**src/rtl/hub_chg_pkg.sv**
```systemverilog
package hub_chg_pkg;
   typedef enum logic {
      RESP_NAK  = 1'b0,
      RESP_DATA = 1'b1
   } resp_kind_e;
endpackage

```
**src/rtl/hub_chg_clr_dec.sv**
```systemverilog
// Turns a clear request and its source number into a one-hot clear mask.
// An index at or above NUM_SRC gives an empty mask.
module hub_chg_clr_dec #(
   parameter int NUM_SRC = 5,
   parameter int IDX_W   = 3
) (
   input  logic               clr_req,
   input  logic [IDX_W-1:0]   clr_idx,
   output logic [NUM_SRC-1:0] clr_mask
);
   always_comb begin
      clr_mask = '0;
      for (int i = 0; i < NUM_SRC; i++) begin
         if (clr_req && (clr_idx == IDX_W'(i))) clr_mask[i] = 1'b1;
      end
   end
endmodule

```
**src/rtl/hub_chg_cell.sv**
```systemverilog
// One sticky change flag. A set in the same cycle as a clear takes priority.
module hub_chg_cell (
   input  logic clk,
   input  logic rst,
   input  logic set_i,
   input  logic clr_i,
   output logic flag_o
);
   always_ff @(posedge clk) begin
      if (rst)        flag_o <= 1'b0;
      else if (set_i) flag_o <= 1'b1;
      else if (clr_i) flag_o <= 1'b0;
   end
endmodule

```
**src/rtl/hub_chg_poll.sv**
```systemverilog
// Answers an IN token one cycle later with either a NAK or the status byte.
module hub_chg_poll
   import hub_chg_pkg::*;
#(
   parameter int NUM_SRC = 5,
   parameter int BYTE_W  = 8
) (
   input  logic               clk,
   input  logic               rst,
   input  logic               tok_i,
   input  logic               cfg_i,
   input  logic [NUM_SRC-1:0] map_i,
   output logic               valid_o,
   output resp_kind_e         kind_o,
   output logic [BYTE_W-1:0]  byte_o
);
   localparam int PAD_W = BYTE_W - NUM_SRC;

   logic [BYTE_W-1:0] full_byte;
   logic              send_data;

   generate
      if (PAD_W > 0) begin : g_pad
         assign full_byte = {{PAD_W{1'b0}}, map_i};
      end else begin : g_nopad
         assign full_byte = map_i;
      end
   endgenerate

   assign send_data = tok_i && cfg_i && (|map_i);

   always_ff @(posedge clk) begin
      if (rst) begin
         valid_o <= 1'b0;
         kind_o  <= RESP_NAK;
         byte_o  <= '0;
      end else begin
         valid_o <= tok_i;
         kind_o  <= send_data ? RESP_DATA : RESP_NAK;
         byte_o  <= send_data ? full_byte : '0;
      end
   end
endmodule

```
**src/rtl/hub_chg_responder.sv**
```systemverilog
module hub_chg_responder
   import hub_chg_pkg::*;
#(
   parameter int NUM_PORTS = 4,
   parameter int BYTE_W    = 8,
   parameter int IDX_W     = 3
) (
   input  logic                 clk,
   input  logic                 rst,
   input  logic [NUM_PORTS:0]   chg_evt,
   input  logic                 clr_req,
   input  logic [IDX_W-1:0]     clr_idx,
   input  logic                 cfg,
   input  logic                 in_tok,
   output logic                 resp_valid,
   output logic                 resp_data,
   output logic [BYTE_W-1:0]    resp_byte
);
   localparam int NUM_SRC = NUM_PORTS + 1;

   if (BYTE_W < NUM_SRC) begin : g_bad_width
      $error("status byte too narrow for the number of sources");
   end
   if ((1 << IDX_W) < NUM_SRC) begin : g_bad_idx
      $error("clear index too narrow for the number of sources");
   end

   logic [NUM_SRC-1:0] clr_mask;
   logic [NUM_SRC-1:0] chg_map;
   resp_kind_e         kind;

   hub_chg_clr_dec #(.NUM_SRC(NUM_SRC), .IDX_W(IDX_W)) u_dec (
      .clr_req  (clr_req),
      .clr_idx  (clr_idx),
      .clr_mask (clr_mask)
   );

   for (genvar g = 0; g < NUM_SRC; g++) begin : g_cell
      hub_chg_cell u_cell (
         .clk    (clk),
         .rst    (rst),
         .set_i  (chg_evt[g]),
         .clr_i  (clr_mask[g]),
         .flag_o (chg_map[g])
      );
   end

   hub_chg_poll #(.NUM_SRC(NUM_SRC), .BYTE_W(BYTE_W)) u_poll (
      .clk     (clk),
      .rst     (rst),
      .tok_i   (in_tok),
      .cfg_i   (cfg),
      .map_i   (chg_map),
      .valid_o (resp_valid),
      .kind_o  (kind),
      .byte_o  (resp_byte)
   );

   assign resp_data = (kind == RESP_DATA);
endmodule

```
**config.mk**
```make
export PLATFORM = sky130hd
export DESIGN_NAME = hub_chg_responder
export DESIGN_NICKNAME = d
export VERILOG_FILES = /design/src/rtl/hub_chg_pkg.sv /design/src/rtl/hub_chg_clr_dec.sv /design/src/rtl/hub_chg_cell.sv /design/src/rtl/hub_chg_poll.sv /design/src/rtl/hub_chg_responder.sv
export SDC_FILE = /design/constraint.sdc
export NUM_CORES = 1
export LEC_CHECK = 0
export ABC_CLOCK_PERIOD_IN_PS = 1750
export BUFFER_PORTS_ARGS = -buffer_cell sky130_fd_sc_hd__buf_2
export CORE_AREA = 8 8 45 47
export DETAILED_ROUTE_END_ITERATION = 6
export DIE_AREA = 0 0 53 55
export PLACE_DENSITY_LB_ADDON = 0.2
export RECOVER_POWER = 50
export SYNTH_ARGS = -nofsm -noshare
export SYNTH_HDL_FRONTEND = slang
export SYNTH_SLANG_ARGS = --single-unit
```
**constraint.sdc**
```tcl
create_clock -name clk -period 1.75 [get_ports clk]
set_input_delay 0.175 -clock clk [delete_from_list [all_inputs] [get_ports clk]]
set_output_delay 0.175 -clock clk [all_outputs]
set_load 0.05 [all_outputs]
```
Word-level counts from Yosys, hierarchy flattened
Cells that the tools add are included. W data, S select, Z words.

Reduce and logical (&&, ||, !) cells: 15. Mux-type cells: 16. Bitwise logic cells: 1. Equal/unequal tests: 4.

Operators with widths (number): $mux W1 (16); $reduce_bool A2 Y1 (5); $logic_and A1 B1 Y1 (7); $eq A3 B2 Y1 const B (2); $reduce_or A5 Y1 (1); $eq A3 B1 Y1 const B (1); $eq A3 B3 Y1 const B (1); $logic_not A3 Y1 (1); $reduce_or A2 Y1 (1); $not A1 Y1 (1).

Bits in registers: 15. Input bits: 13. Output and inout port bits: 10.

Longest topological paths before layout
Depth after elaboration: 5. Gate-level depth with buffers: 2.

Cells and area by module
Synthesis repeated with hierarchy kept, for this count alone.

Cells, all modules: 45. Area total of the unflattened synthesis: 486.7 µm².

Modules (own cells, without submodules): hub_chg_poll (times used 1, area each 229.0 µm², sequential area each 140.1 µm², cells an instance 20); hub_chg_cell (times used 5, area each 38.8 µm², sequential area each 20.0 µm², cells an instance 4); hub_chg_clr_dec (times used 1, area each 63.8 µm², sequential area each 0.0 µm², cells an instance 5).

Worst setup path before layout
OpenSTA, ideal clock, no wires.

Path kind: flip-flop to flip-flop. Start point: register g_cell[3].u_cell.flag_o. End point: register u_poll.kind_o. Slack: 0.680 ns. Clock period less this slack: 1.070 ns. Setup time: 0.115 ns. Data arrival time: 0.955 ns. Cell stages (with the launch flop): 3. Cells stage by stage: dfxtp_1 -> or4_1 -> o21a_1.

Word-level cells in the longest chain between the ends: 3.

RTL lines: start: declaration (line hub_chg_cell.sv:7) `output logic flag_o`; start signal: assignment (line hub_chg_cell.sv:10) `if (rst) flag_o <= 1'b0;`; start signal: assignment (line hub_chg_cell.sv:11) `else if (set_i) flag_o <= 1'b1;`; start signal: assignment (line hub_chg_cell.sv:12) `else if (clr_i) flag_o <= 1'b0;`; $reduce_or A5 Y1 (line hub_chg_poll.sv:30) `assign send_data = tok_i && cfg_i && (|map_i);`; $logic_and A1 B1 Y1 (line hub_chg_poll.sv:30); $mux W1 (line hub_chg_poll.sv:39) `kind_o <= send_data ? RESP_DATA : RESP_NAK;`; end signal: assignment (line hub_chg_poll.sv:39); end: declaration (line hub_chg_poll.sv:14) `output resp_kind_e kind_o,`.

No other way between the ends. A chain may end at the register's enable or synchronous reset.

Worst setup path in the final report
Ends and elaborated chain as after synthesis.

==> metrics <==
first-pass GRT wire length 1470 um; met3 routed WL 124 um; Chip Width 53 um; Post-CTS Setup Bufs 0; Critical Path, Cell by Cell or4_1 > o21a_1; # setup viols final 0; die area 2920 sq um; DR pass1 iterations 2; TNS Setup 0 ns; status completed; Final Max Slew Viols 0; core area 1380 sq um; top cells by area, synth dfxtp_1, a211oi_1, and2_1, buf_4, nor2_1; register area share after synthesis 0.549; Nets 79; Hold Path Class input pin to register; # H-tree levels 1; Post-Syn Area 438 sq um; top routing layer in use met3; Crit path buffers/inverters 0; gpl congestion 0.642; fin crit period 1.10 ns; number of non-filler instances in the completed layout 81; Cell Rows 14; Pint 0.438 mW; I/O pin cnt 23; Worst-path clk slew 0.07 ns; top cell type's share of synthesized area 0.549; antenna viol nets, final 0; VDD IR max 0.000358 V; crit share post-route 0.631; sequential power share 0.503; grt ovf 0; Layout area overhead 30.9%; Initial DRC Count 5; vias in the first global route 357; RSZ-0062 raised after global routing false; final hold slack 0.121 ns; layout cells sized above 1 0.354; Highest Clock Rate 0.905 GHz; Inst Count DP 77; Clk network pwr share 0.366; utilization after layout 0.414; CTS tree yes; Wirelength per Cell 10.8 um; Worst-Skew Late Latency 0.26 ns; critical path's top delay family simple AND/OR/NAND/NOR gates; LEAKAGE 0.285 nW; CP arrival 1.27 ns; crit start category register; Initial Utilization 0.316; CTS buffer count 3; clock sink count 12; Hold Fails Final Rpt 0; Ant. Diodes 0; Sw Share 0.248; maxcap violations 0; kind of critical path register to register; Slowest cell on crit path or4_1; largest net degree at the start of global routing 8; post-cts resize count 0; All-Layer GR Usage 0.0702; worst stage delay on the critical path 0.51 ns; P per Cell Area 1020 nW/um^2; flops & latches, synth 12; initial antenna violation count 0; reported net switching power 0.144 mW; DR DRC count 0; CP endpoint kind register; cell count after synthesis 43; die height 55 um; Cell variety after synth 15; synth warn 0; clk_skew 0.00275 ns; M1 WL 389 um; IO buf count 19; Clock Path Buffers 2; biggest area consumer among synthesized cells dfxtp_1; worst endpoint required time 1.91 ns; combinational fraction of design power 0.131; Vias/cell 4.30; Via Count 348; drt total wl 877 um; root cell of the clock tree clkbuf_4; met2 WL post-DR 364 um; CP max FO 3; Mapped Avg Cell Area 10.2 sq um; cts hold-fix bufs 0
[sequential cells by signal, summed over array words and instances (netlist names)]
register / cells
u_poll.kind_o: 1
u_poll.valid_o: 1
u_poll.byte_o: 5
g_cell.u_cell.flag_o: 5
[path summary, 6_finish.rpt]
check | cells past startpoint | slack [ns] | end | from
worst max-delay path | 2 | 0.65 | u_poll.kind_o | g_cell[3].u_cell.flag_o
worst min-delay path | 2 | 0.12 | g_cell[4].u_cell.flag_o | clr_req
worst max register to register | 2 | 0.65 | u_poll.kind_o | g_cell[3].u_cell.flag_o
worst min register to register | 1 | 0.49 | u_poll.byte_o[3] | g_cell[3].u_cell.flag_o
[cells in the mapped netlist]
cell type,number
dfxtp_1,12
nor2_1,6
and2_1,4
nor4bb_1,1
a311oi_1,1
or4_1,1
a211oi_1,4
inv_1,3
o21a_1,1
and3b_1,2
buf_4,3
nor2b_1,1
conb_1,1
and2_2,1
nor4b_1,2
[cell usage in the layout, fill, tap and decap left out, types with 2 or more instances in the layout]
cell / netlist / final
dfxtp_1: 12 / 12
clkbuf_4: 0 / 3
and2_0: 0 / 2
nor4b_1: 2 / 2
a211oi_1: 4 / 4
inv_1: 3 / 3
conb_1: 1 / 3
nor2_1: 6 / 6
buf_2: 0 / 18
and3b_1: 2 / 2
and2_1: 4 / 2
[kinds of logic after synthesis]
logic type	Yosys count	synth area share
buffers and inverters	6	0.0771
DFF	12	0.549
and+or+nand+nor	18	0.260
other	1	0.00856
AOI/OAI and AO/OA	6	0.106
[metrics by stage]
step	area [sq um]	setup WS [ns]	power (mW)
6_report	573	0.645	0.582
5_1_grt	573	0.615	0.621
4_1_cts	574	0.637	0.592
3_5_place_dp	538	0.661	0.376
3_3_place_gp	538	0.664	0.376
2_1_floorplan	445	0.680	0.353
[metal layers]
| layer | vias to the layer above | global-route usage |
|---|---|---|
| met3 | 0 | 0.0455 |
| met4 | 0 | 0.0647 |
| li1 | 187 | - |
| met2 | 17 | 0.0918 |
| met1 | 144 | 0.0752 |
| met5 | - | 0 |
[power by group through the flow]
stage / logic, mW / clock network [mW] / registers [mW]
finish: 0.0761 / 0.213 / 0.293
global route: 0.0831 / 0.243 / 0.295
CTS: 0.0773 / 0.222 / 0.293
detailed placement: 0.0769 / 0 / 0.299
global placement: 0.0769 / 0 / 0.299
floorplan: 0.0384 / 0 / 0.315
[area by class of cell]
class / count / area [sq um]
fill: 153 / 811
timing repair buffer: 19 / 93.8
tap: 16 / 20.0
inverter: 3 / 11.3
clock buffer: 4 / 36.3
sequential: 12 / 240
multi-input combinational: 27 / 171
No activity file was read; power rests on OpenSTA's default activity.
